<file path="config.mk">
export PLATFORM = sky130hd
export DESIGN_NAME = rz_word_rx
export DESIGN_NICKNAME = d
export VERILOG_FILES = /design/src/rtl/rzrx_pkg.sv /design/src/rtl/rzrx_sync.sv /design/src/rtl/rzrx_pulse_det.sv /design/src/rtl/rzrx_assembler.sv /design/src/rtl/rz_word_rx.sv
export SDC_FILE = /design/constraint.sdc
export NUM_CORES = 1
export LEC_CHECK = 0
export BUFFER_PORTS_ARGS = -buffer_cell sky130_fd_sc_hd__buf_4
export CAP_MARGIN = 20
export CORE_MARGIN = 1
export CORE_UTILIZATION = 47
export CTS_CLUSTER_DIAMETER = 200
export DETAILED_ROUTE_END_ITERATION = 6
export PLACE_DENSITY = 0.66
export SLEW_MARGIN = 30
export SYNTH_ARGS = -nofsm -noshare
export SYNTH_HDL_FRONTEND = slang
export SYNTH_SLANG_ARGS = --single-unit
</file>
<file path="constraint.sdc">
create_clock -name clk -period 3.75 [get_ports clk]
set_input_delay 1.125 -clock clk [delete_from_list [all_inputs] [get_ports clk]]
set_output_delay 1.125 -clock clk [all_outputs]
set_load 0.01 [all_outputs]
</file>
<file path="src/rtl/rzrx_pkg.sv">
package rzrx_pkg;

  localparam int unsigned WORD_W  = 32;
  localparam int unsigned LABEL_W = 8;
  localparam int unsigned IDX_W   = $clog2(WORD_W);
  localparam int unsigned CNT_W   = $clog2(WORD_W + 1);

  typedef logic [WORD_W-1:0] word_t;

  // Minimum pulse length in samples for a given bit period.
  function automatic int unsigned min_pulse(input int unsigned bit_cyc);
    int unsigned q;
    q = bit_cyc / 4;
    return (q == 0) ? 1 : q;
  endfunction

  // NULL length in samples that closes framing.
  function automatic int unsigned gap_len(input int unsigned bit_cyc);
    return 2 * bit_cyc;
  endfunction

  function automatic logic [LABEL_W-1:0] label_flip(input logic [LABEL_W-1:0] v);
    logic [LABEL_W-1:0] r;
    for (int i = 0; i < LABEL_W; i++) r[i] = v[LABEL_W-1-i];
    return r;
  endfunction

  // Odd parity over the whole word: an even count of ones is an error.
  function automatic logic parity_bad(input word_t w);
    return ~(^w);
  endfunction

  function automatic word_t present_word(input word_t raw, input logic nat_order);
    word_t r;
    r = raw;
    if (nat_order) r[LABEL_W-1:0] = label_flip(raw[LABEL_W-1:0]);
    return r;
  endfunction

endpackage

</file>
<file path="src/rtl/rzrx_sync.sv">
module rzrx_sync #(
  parameter int unsigned STAGES = 2,
  parameter int unsigned WIDTH  = 2
) (
  input  logic             clk,
  input  logic             rst,
  input  logic [WIDTH-1:0] d,
  output logic [WIDTH-1:0] q
);

  logic [WIDTH-1:0] stg [STAGES];

  for (genvar s = 0; s < STAGES; s++) begin : g_stage
    if (s == 0) begin : g_first
      always_ff @(posedge clk) begin
        if (rst) stg[0] <= '0;
        else     stg[0] <= d;
      end
    end else begin : g_next
      always_ff @(posedge clk) begin
        if (rst) stg[s] <= '0;
        else     stg[s] <= stg[s-1];
      end
    end
  end

  assign q = stg[STAGES-1];

endmodule

</file>
<file path="src/rtl/rzrx_pulse_det.sv">
module rzrx_pulse_det
  import rzrx_pkg::*;
#(
  parameter int unsigned FAST_BIT_CYC = 16,
  parameter int unsigned SLOW_BIT_CYC = 128
) (
  input  logic clk,
  input  logic rst,
  input  logic rate_sel,
  input  logic s_hi,
  input  logic s_lo,
  output logic bit_stb,
  output logic bit_val,
  output logic gap_stb,
  output logic line_fault
);

  localparam int unsigned MAX_GAP = gap_len(SLOW_BIT_CYC > FAST_BIT_CYC ? SLOW_BIT_CYC : FAST_BIT_CYC);
  localparam int unsigned TW      = $clog2(MAX_GAP + 1);

  logic [TW-1:0] min_len, gap_n;
  logic [TW-1:0] run_cnt, run_nx, null_cnt;
  logic          run_pol, armed;
  logic          is_null, is_hi, is_lo, is_both, pulse, same_run, accept, gap_hit;

  always_comb begin
    min_len = rate_sel ? TW'(min_pulse(SLOW_BIT_CYC)) : TW'(min_pulse(FAST_BIT_CYC));
    gap_n   = rate_sel ? TW'(gap_len(SLOW_BIT_CYC))   : TW'(gap_len(FAST_BIT_CYC));
  end

  assign is_null  = !s_hi && !s_lo;
  assign is_hi    =  s_hi && !s_lo;
  assign is_lo    = !s_hi &&  s_lo;
  assign is_both  =  s_hi &&  s_lo;
  assign pulse    = is_hi || is_lo;
  assign same_run = pulse && (run_cnt != '0) && (run_pol == is_lo);

  always_comb begin
    if (!pulse)               run_nx = '0;
    else if (!same_run)       run_nx = TW'(1);
    else if (run_cnt == '1)   run_nx = run_cnt;
    else                      run_nx = run_cnt + TW'(1);
  end

  assign accept  = pulse && armed && (run_nx == min_len);
  assign gap_hit = is_null && (null_cnt == gap_n - TW'(1));

  always_ff @(posedge clk) begin
    if (rst) begin
      run_cnt    <= '0;
      run_pol    <= 1'b0;
      armed      <= 1'b0;
      null_cnt   <= '0;
      bit_stb    <= 1'b0;
      bit_val    <= 1'b0;
      gap_stb    <= 1'b0;
      line_fault <= 1'b0;
    end else begin
      run_cnt <= run_nx;
      if (pulse) run_pol <= is_lo;
      if (is_null)     armed <= 1'b1;
      else if (accept) armed <= 1'b0;
      if (!is_null)            null_cnt <= '0;
      else if (null_cnt < gap_n) null_cnt <= null_cnt + TW'(1);
      bit_stb    <= accept;
      bit_val    <= is_hi;
      gap_stb    <= gap_hit;
      line_fault <= is_both;
    end
  end

  // one pulse gives one bit, so strobes never sit back to back
  p_bit_spacing_r1: assert property (@(posedge clk) disable iff (rst) bit_stb |=> !bit_stb)
    else $error("p_bit_spacing_r1");
  // a both-asserted sample never coincides with a taken bit
  p_fault_excl_r7: assert property (@(posedge clk) disable iff (rst) line_fault |-> !bit_stb)
    else $error("p_fault_excl_r7");
  // a gap event is never a bit event
  p_gap_not_bit_r8: assert property (@(posedge clk) disable iff (rst) gap_stb |-> !bit_stb)
    else $error("p_gap_not_bit_r8");

endmodule

</file>
<file path="src/rtl/rzrx_assembler.sv">
module rzrx_assembler
  import rzrx_pkg::*;
(
  input  logic  clk,
  input  logic  rst,
  input  logic  label_nat,
  input  logic  bit_stb,
  input  logic  bit_val,
  input  logic  gap_stb,
  output logic  word_valid,
  output word_t word_q,
  output logic  parity_err,
  output logic  frame_err
);

  logic [CNT_W-1:0] cnt;
  word_t            shreg, filled;
  logic             room;

  assign room = cnt < CNT_W'(WORD_W);

  always_comb begin
    filled = shreg;
    filled[cnt[IDX_W-1:0]] = bit_val;
  end

  always_ff @(posedge clk) begin
    if (rst) begin
      cnt        <= '0;
      shreg      <= '0;
      word_q     <= '0;
      word_valid <= 1'b0;
      parity_err <= 1'b0;
      frame_err  <= 1'b0;
    end else begin
      word_valid <= 1'b0;
      frame_err  <= 1'b0;
      if (gap_stb) begin
        cnt <= '0;
      end else if (bit_stb) begin
        if (room) begin
          shreg <= filled;
          cnt   <= cnt + CNT_W'(1);
          if (cnt == CNT_W'(WORD_W - 1)) begin
            word_valid <= 1'b1;
            word_q     <= present_word(filled, label_nat);
            parity_err <= parity_bad(filled);
          end
        end else begin
          frame_err <= 1'b1;
        end
      end
    end
  end

  // the completion strobe lasts one cycle
  p_valid_pulse_r10: assert property (@(posedge clk) disable iff (rst) word_valid |=> !word_valid)
    else $error("p_valid_pulse_r10");
  // the presented word only moves together with the strobe
  p_word_hold_r10: assert property (@(posedge clk) disable iff (rst) !word_valid |-> $stable(word_q))
    else $error("p_word_hold_r10");
  // an overrun bit never completes a word
  p_frame_no_valid_r9: assert property (@(posedge clk) disable iff (rst) frame_err |-> !word_valid)
    else $error("p_frame_no_valid_r9");
  // the bit count never passes the word length
  p_cnt_bound_r2: assert property (@(posedge clk) disable iff (rst) cnt <= CNT_W'(WORD_W))
    else $error("p_cnt_bound_r2");
  // a gap leaves the count at zero
  p_gap_clears_r8: assert property (@(posedge clk) disable iff (rst) gap_stb |=> cnt == '0)
    else $error("p_gap_clears_r8");

endmodule

</file>
<file path="src/rtl/rz_word_rx.sv">
module rz_word_rx
  import rzrx_pkg::*;
#(
  parameter int unsigned FAST_BIT_CYC = 16,
  parameter int unsigned SLOW_BIT_CYC = 128,
  parameter int unsigned SYNC_STAGES  = 2
) (
  input  logic        clk,
  input  logic        rst,
  input  logic        rate_sel,
  input  logic        label_natural,
  input  logic        line_hi,
  input  logic        line_lo,
  output logic        word_valid,
  output logic [31:0] rx_word,
  output logic [7:0]  label,
  output logic [1:0]  sdi,
  output logic [1:0]  ssm,
  output logic        parity_err,
  output logic        frame_err,
  output logic        line_fault
);

  logic [1:0] sync_q;
  logic       bit_stb, bit_val, gap_stb;
  word_t      word_q;

  rzrx_sync #(.STAGES(SYNC_STAGES), .WIDTH(2)) u_sync (
    .clk (clk),
    .rst (rst),
    .d   ({line_hi, line_lo}),
    .q   (sync_q)
  );

  rzrx_pulse_det #(.FAST_BIT_CYC(FAST_BIT_CYC), .SLOW_BIT_CYC(SLOW_BIT_CYC)) u_det (
    .clk        (clk),
    .rst        (rst),
    .rate_sel   (rate_sel),
    .s_hi       (sync_q[1]),
    .s_lo       (sync_q[0]),
    .bit_stb    (bit_stb),
    .bit_val    (bit_val),
    .gap_stb    (gap_stb),
    .line_fault (line_fault)
  );

  rzrx_assembler u_asm (
    .clk        (clk),
    .rst        (rst),
    .label_nat  (label_natural),
    .bit_stb    (bit_stb),
    .bit_val    (bit_val),
    .gap_stb    (gap_stb),
    .word_valid (word_valid),
    .word_q     (word_q),
    .parity_err (parity_err),
    .frame_err  (frame_err)
  );

  assign rx_word = word_q;
  assign label   = word_q[LABEL_W-1:0];
  assign sdi     = word_q[9:8];
  assign ssm     = word_q[30:29];

endmodule

</file>
==> run metrics <==
run status=finished, final reports clean; relative slew slack=42.0%; Worst Skew=0.0138 ns; Critical Path End Type=register; TritonCTS clock tree=done; total placed cells including tap cells=698; shortest clock period the worst path allows after layout=3.07 ns; number of levels in the clock H-tree=3; most used cells in the layout excluding fill and tap cells=dfxtp_1 (99), nor2_1 (89), buf_4 (59), a211oi_1 (52), nand2_1 (42); endpoints failing hold=0; number of diodes added for antenna fixing=0; classification of the worst-slack hold path=register to register; top flip-flop cell by instance count after synthesis=dfxtp_1; final setup TNS=0 ns; share of post-route cells with drive strength above 1=17.1%; worst reg2reg path endpoint=u_asm.parity_err; die span in x=105 um; post-detailed-route wirelength per cell=14.7 um; quantity of I/O buffers inserted on ports=53; post-route worst hold slack=0.444 ns; worst-case vdd ir drop=0.199 mV; max-cap violation count=0; setup slack of the critical path after layout=0.681 ns; Net count, final=592; clock root buffer=clkbuf_8; clock-pin slew reported for the worst setup and hold paths after clock tree synthesis=0.10 ns; type of the worst setup path=register to register; clock sink count=101; number of vias after detailed routing=3874; count of mapped cells out of synthesis=558; async set-or-reset flop fraction in the synthesized netlist=0%; Die Area=11100 sq um; wire length of the first global-routing pass=17300 um; Final Wtd Congestion=0.888; area of the mapped netlist=5030 sq um; DRT iter0 DRCs=132; f_max=326 MHz; antenna violations before repair=0; layout-stage area growth over the synthesis result=10.6%; Seq/Total Area, Yosys=40.2%; post_cts resized=0; sum of routed wire length over all layers=10500 um; All-Layer GR Usage=19.4%; reg2reg start=u_asm.cnt[0]; Seq cells post-synth=101; post-route insts no fill=714; average vias per placed instance=5.43; Arr. time, crit path=3.35 ns; r2r setup slk=0.68 ns; Die H=105 um; data required time of the critical path=4.03 ns; final clock period utilization by the worst path=81.8%; Initial DRT Pass Iterations=4; FP Rows=37; multi-input gate area in the final layout=2680 sq um; grt ovf=0; TritonCTS Buffers=9; element type at the critical path start=register; RSZ-0062 raised after global routing=no; total power per unit cell area=340 nW/um^2; largest driver fanout on the critical path=8; HPWL after detailed placement=7010 um; Clock Tree Buf Depth=2; number of fill cells in the layout=953; Post-CTS Repair Setup Buffers=0; mean cell area of the mapped netlist=9.01 sq um; warnings from Yosys=0; hold buffer count at cts=0; clock latency of the later-clocked register in the worst-skew pair=0.37 ns; Mapped Nets=577; Post-synth EDFFs=0; maximum number of pins on one net before global-route repair=63; depth of the worst register-to-register path=9; Detail Route Antenna Nets=0; final-report setup violation count=0; Initial Util=48.5%; Tightest Pin Transition=0.870 ns; Hold Path Origin=u_sync.stg[0][1]; core outline area=10400 sq um; count of different cell masters after synthesis=46; register area=2020 sq um; final max-slew violation count=0; most common cell after layout, fill and taps aside=dfxtp_1; remaining design rule violation count=0; hold depth=1; number of placed I/O pins=54; post-placement worst setup slack=0.753 ns; Hold EP=u_sync.stg[1][1]; via count of the first global-routing pass=3630; Leakage Power=2.02 nW
## cells by family (layout without fill, tap and decap cells)
group,Yosys count,count (layout),share of synthesized area [%]
compound gates,88,88,12.0
mux,38,38,7.96
buf+inv,63,83,6.64
simple gates,209,209,21.5
fa+ha+maj,13,13,3.23
xor+xnor,46,46,8.43
flops,101,101,40.2
## registers in the layout (all words and copies together), names as in the netlist
| register | flops |
|---|---|
| u_sync.stg | 4 |
| u_det.bit_stb | 1 |
| u_det.armed | 1 |
| u_asm.frame_err | 1 |
| u_det.run_cnt | 9 |
| u_det.gap_stb | 1 |
| u_asm.shreg | 32 |
| u_asm.cnt | 6 |
| u_asm.parity_err | 1 |
| u_det.run_pol | 1 |
| u_det.line_fault | 1 |
| u_asm.word_q | 32 |
| u_det.bit_val | 1 |
| u_det.null_cnt | 9 |
| u_asm.word_valid | 1 |
## critical path, stage by stage (launching register included)
cell and delay, ns:
dfxtp_1 0.43, ha_1 0.41, nor4b_1 0.49, mux2i_1 0.36
xnor2_1 0.19, xnor2_1 0.17, xnor2_1 0.14, xnor3_1 0.42
xnor2_1 0.15, a211oi_2 0.22
## power by group
part | internal (mW) | switching [mW]
sequential | 1.08 | 0.00644
combinational | 0.0191 | 0.0346
clock | 0.379 | 0.373
## through the flow
stage | power (mW) | area (sq um) | util [%]
CTS | 1.91 | 5560 | 53.6
global route | 1.96 | 5560 | 53.6
global placement | 1.16 | 5350 | 51.6
detailed placement | 1.16 | 5350 | 51.6
floorplan | 1.15 | 5030 | -
finish | 1.89 | 5560 | 53.6
## cells in the mapped netlist, drive strengths merged, types with 3 or more instances
cell,number,share of area (%)
a211oi,53,8.0
a21oi,14,1.4
and3,6,0.75
and4bb,10,2.5
buf,26,3.9
clkbuf,29,2.2
dfxtp,101,40
ha,13,3.2
inv,8,0.60
mux2,4,0.90
mux2i,34,7.1
nand2,42,3.1
nand3,13,1.3
nand4,7,0.87
nand4b,12,2.1
nor2,89,6.6
nor2b,9,1.1
nor3,4,0.40
nor4b,5,1.0
o211ai,4,0.60
o21ai,12,1.2
or2,3,0.37
xnor2,32,5.7
xor2,13,2.3
## worst max-delay path by stage
stage,startpoint,to,slack [ns],cells past startpoint
after floorplan,u_asm.cnt[0],u_asm.parity_err,1.16,10
after global placement,u_asm.cnt[4],u_asm.parity_err,0.78,8
after detailed placement,u_asm.cnt[0],u_asm.parity_err,0.75,9
after CTS,u_asm.cnt[0],u_asm.parity_err,0.70,9
after global routing,u_asm.cnt[1],u_asm.parity_err,0.51,10
final,u_asm.cnt[0],u_asm.parity_err,0.68,9
## cell type report
class	count	area share [%]
multi-input cells	394	48.2
flip-flops and latches	101	36.4
repair buffers	59	7.96
well taps	136	3.06
clock buffers	11	2.36
clock inverters	5	1.48
inverters	8	0.540
## routing by layer
metal / wire length, um / part of all wire, % / global-route usage (%) / up-vias
met2: 5330 / 51 / 34.7 / 61
met3: 258 / 2.5 / 3.15 / 16
met4: 144 / 1.4 / 5.73 / 0
met5: 0 / 0 / 0 / -
li1: - / - / - / 1973
met1: 4770 / 45 / 23.8 / 1824
Note: power is estimated with default switching activity, not from simulation.
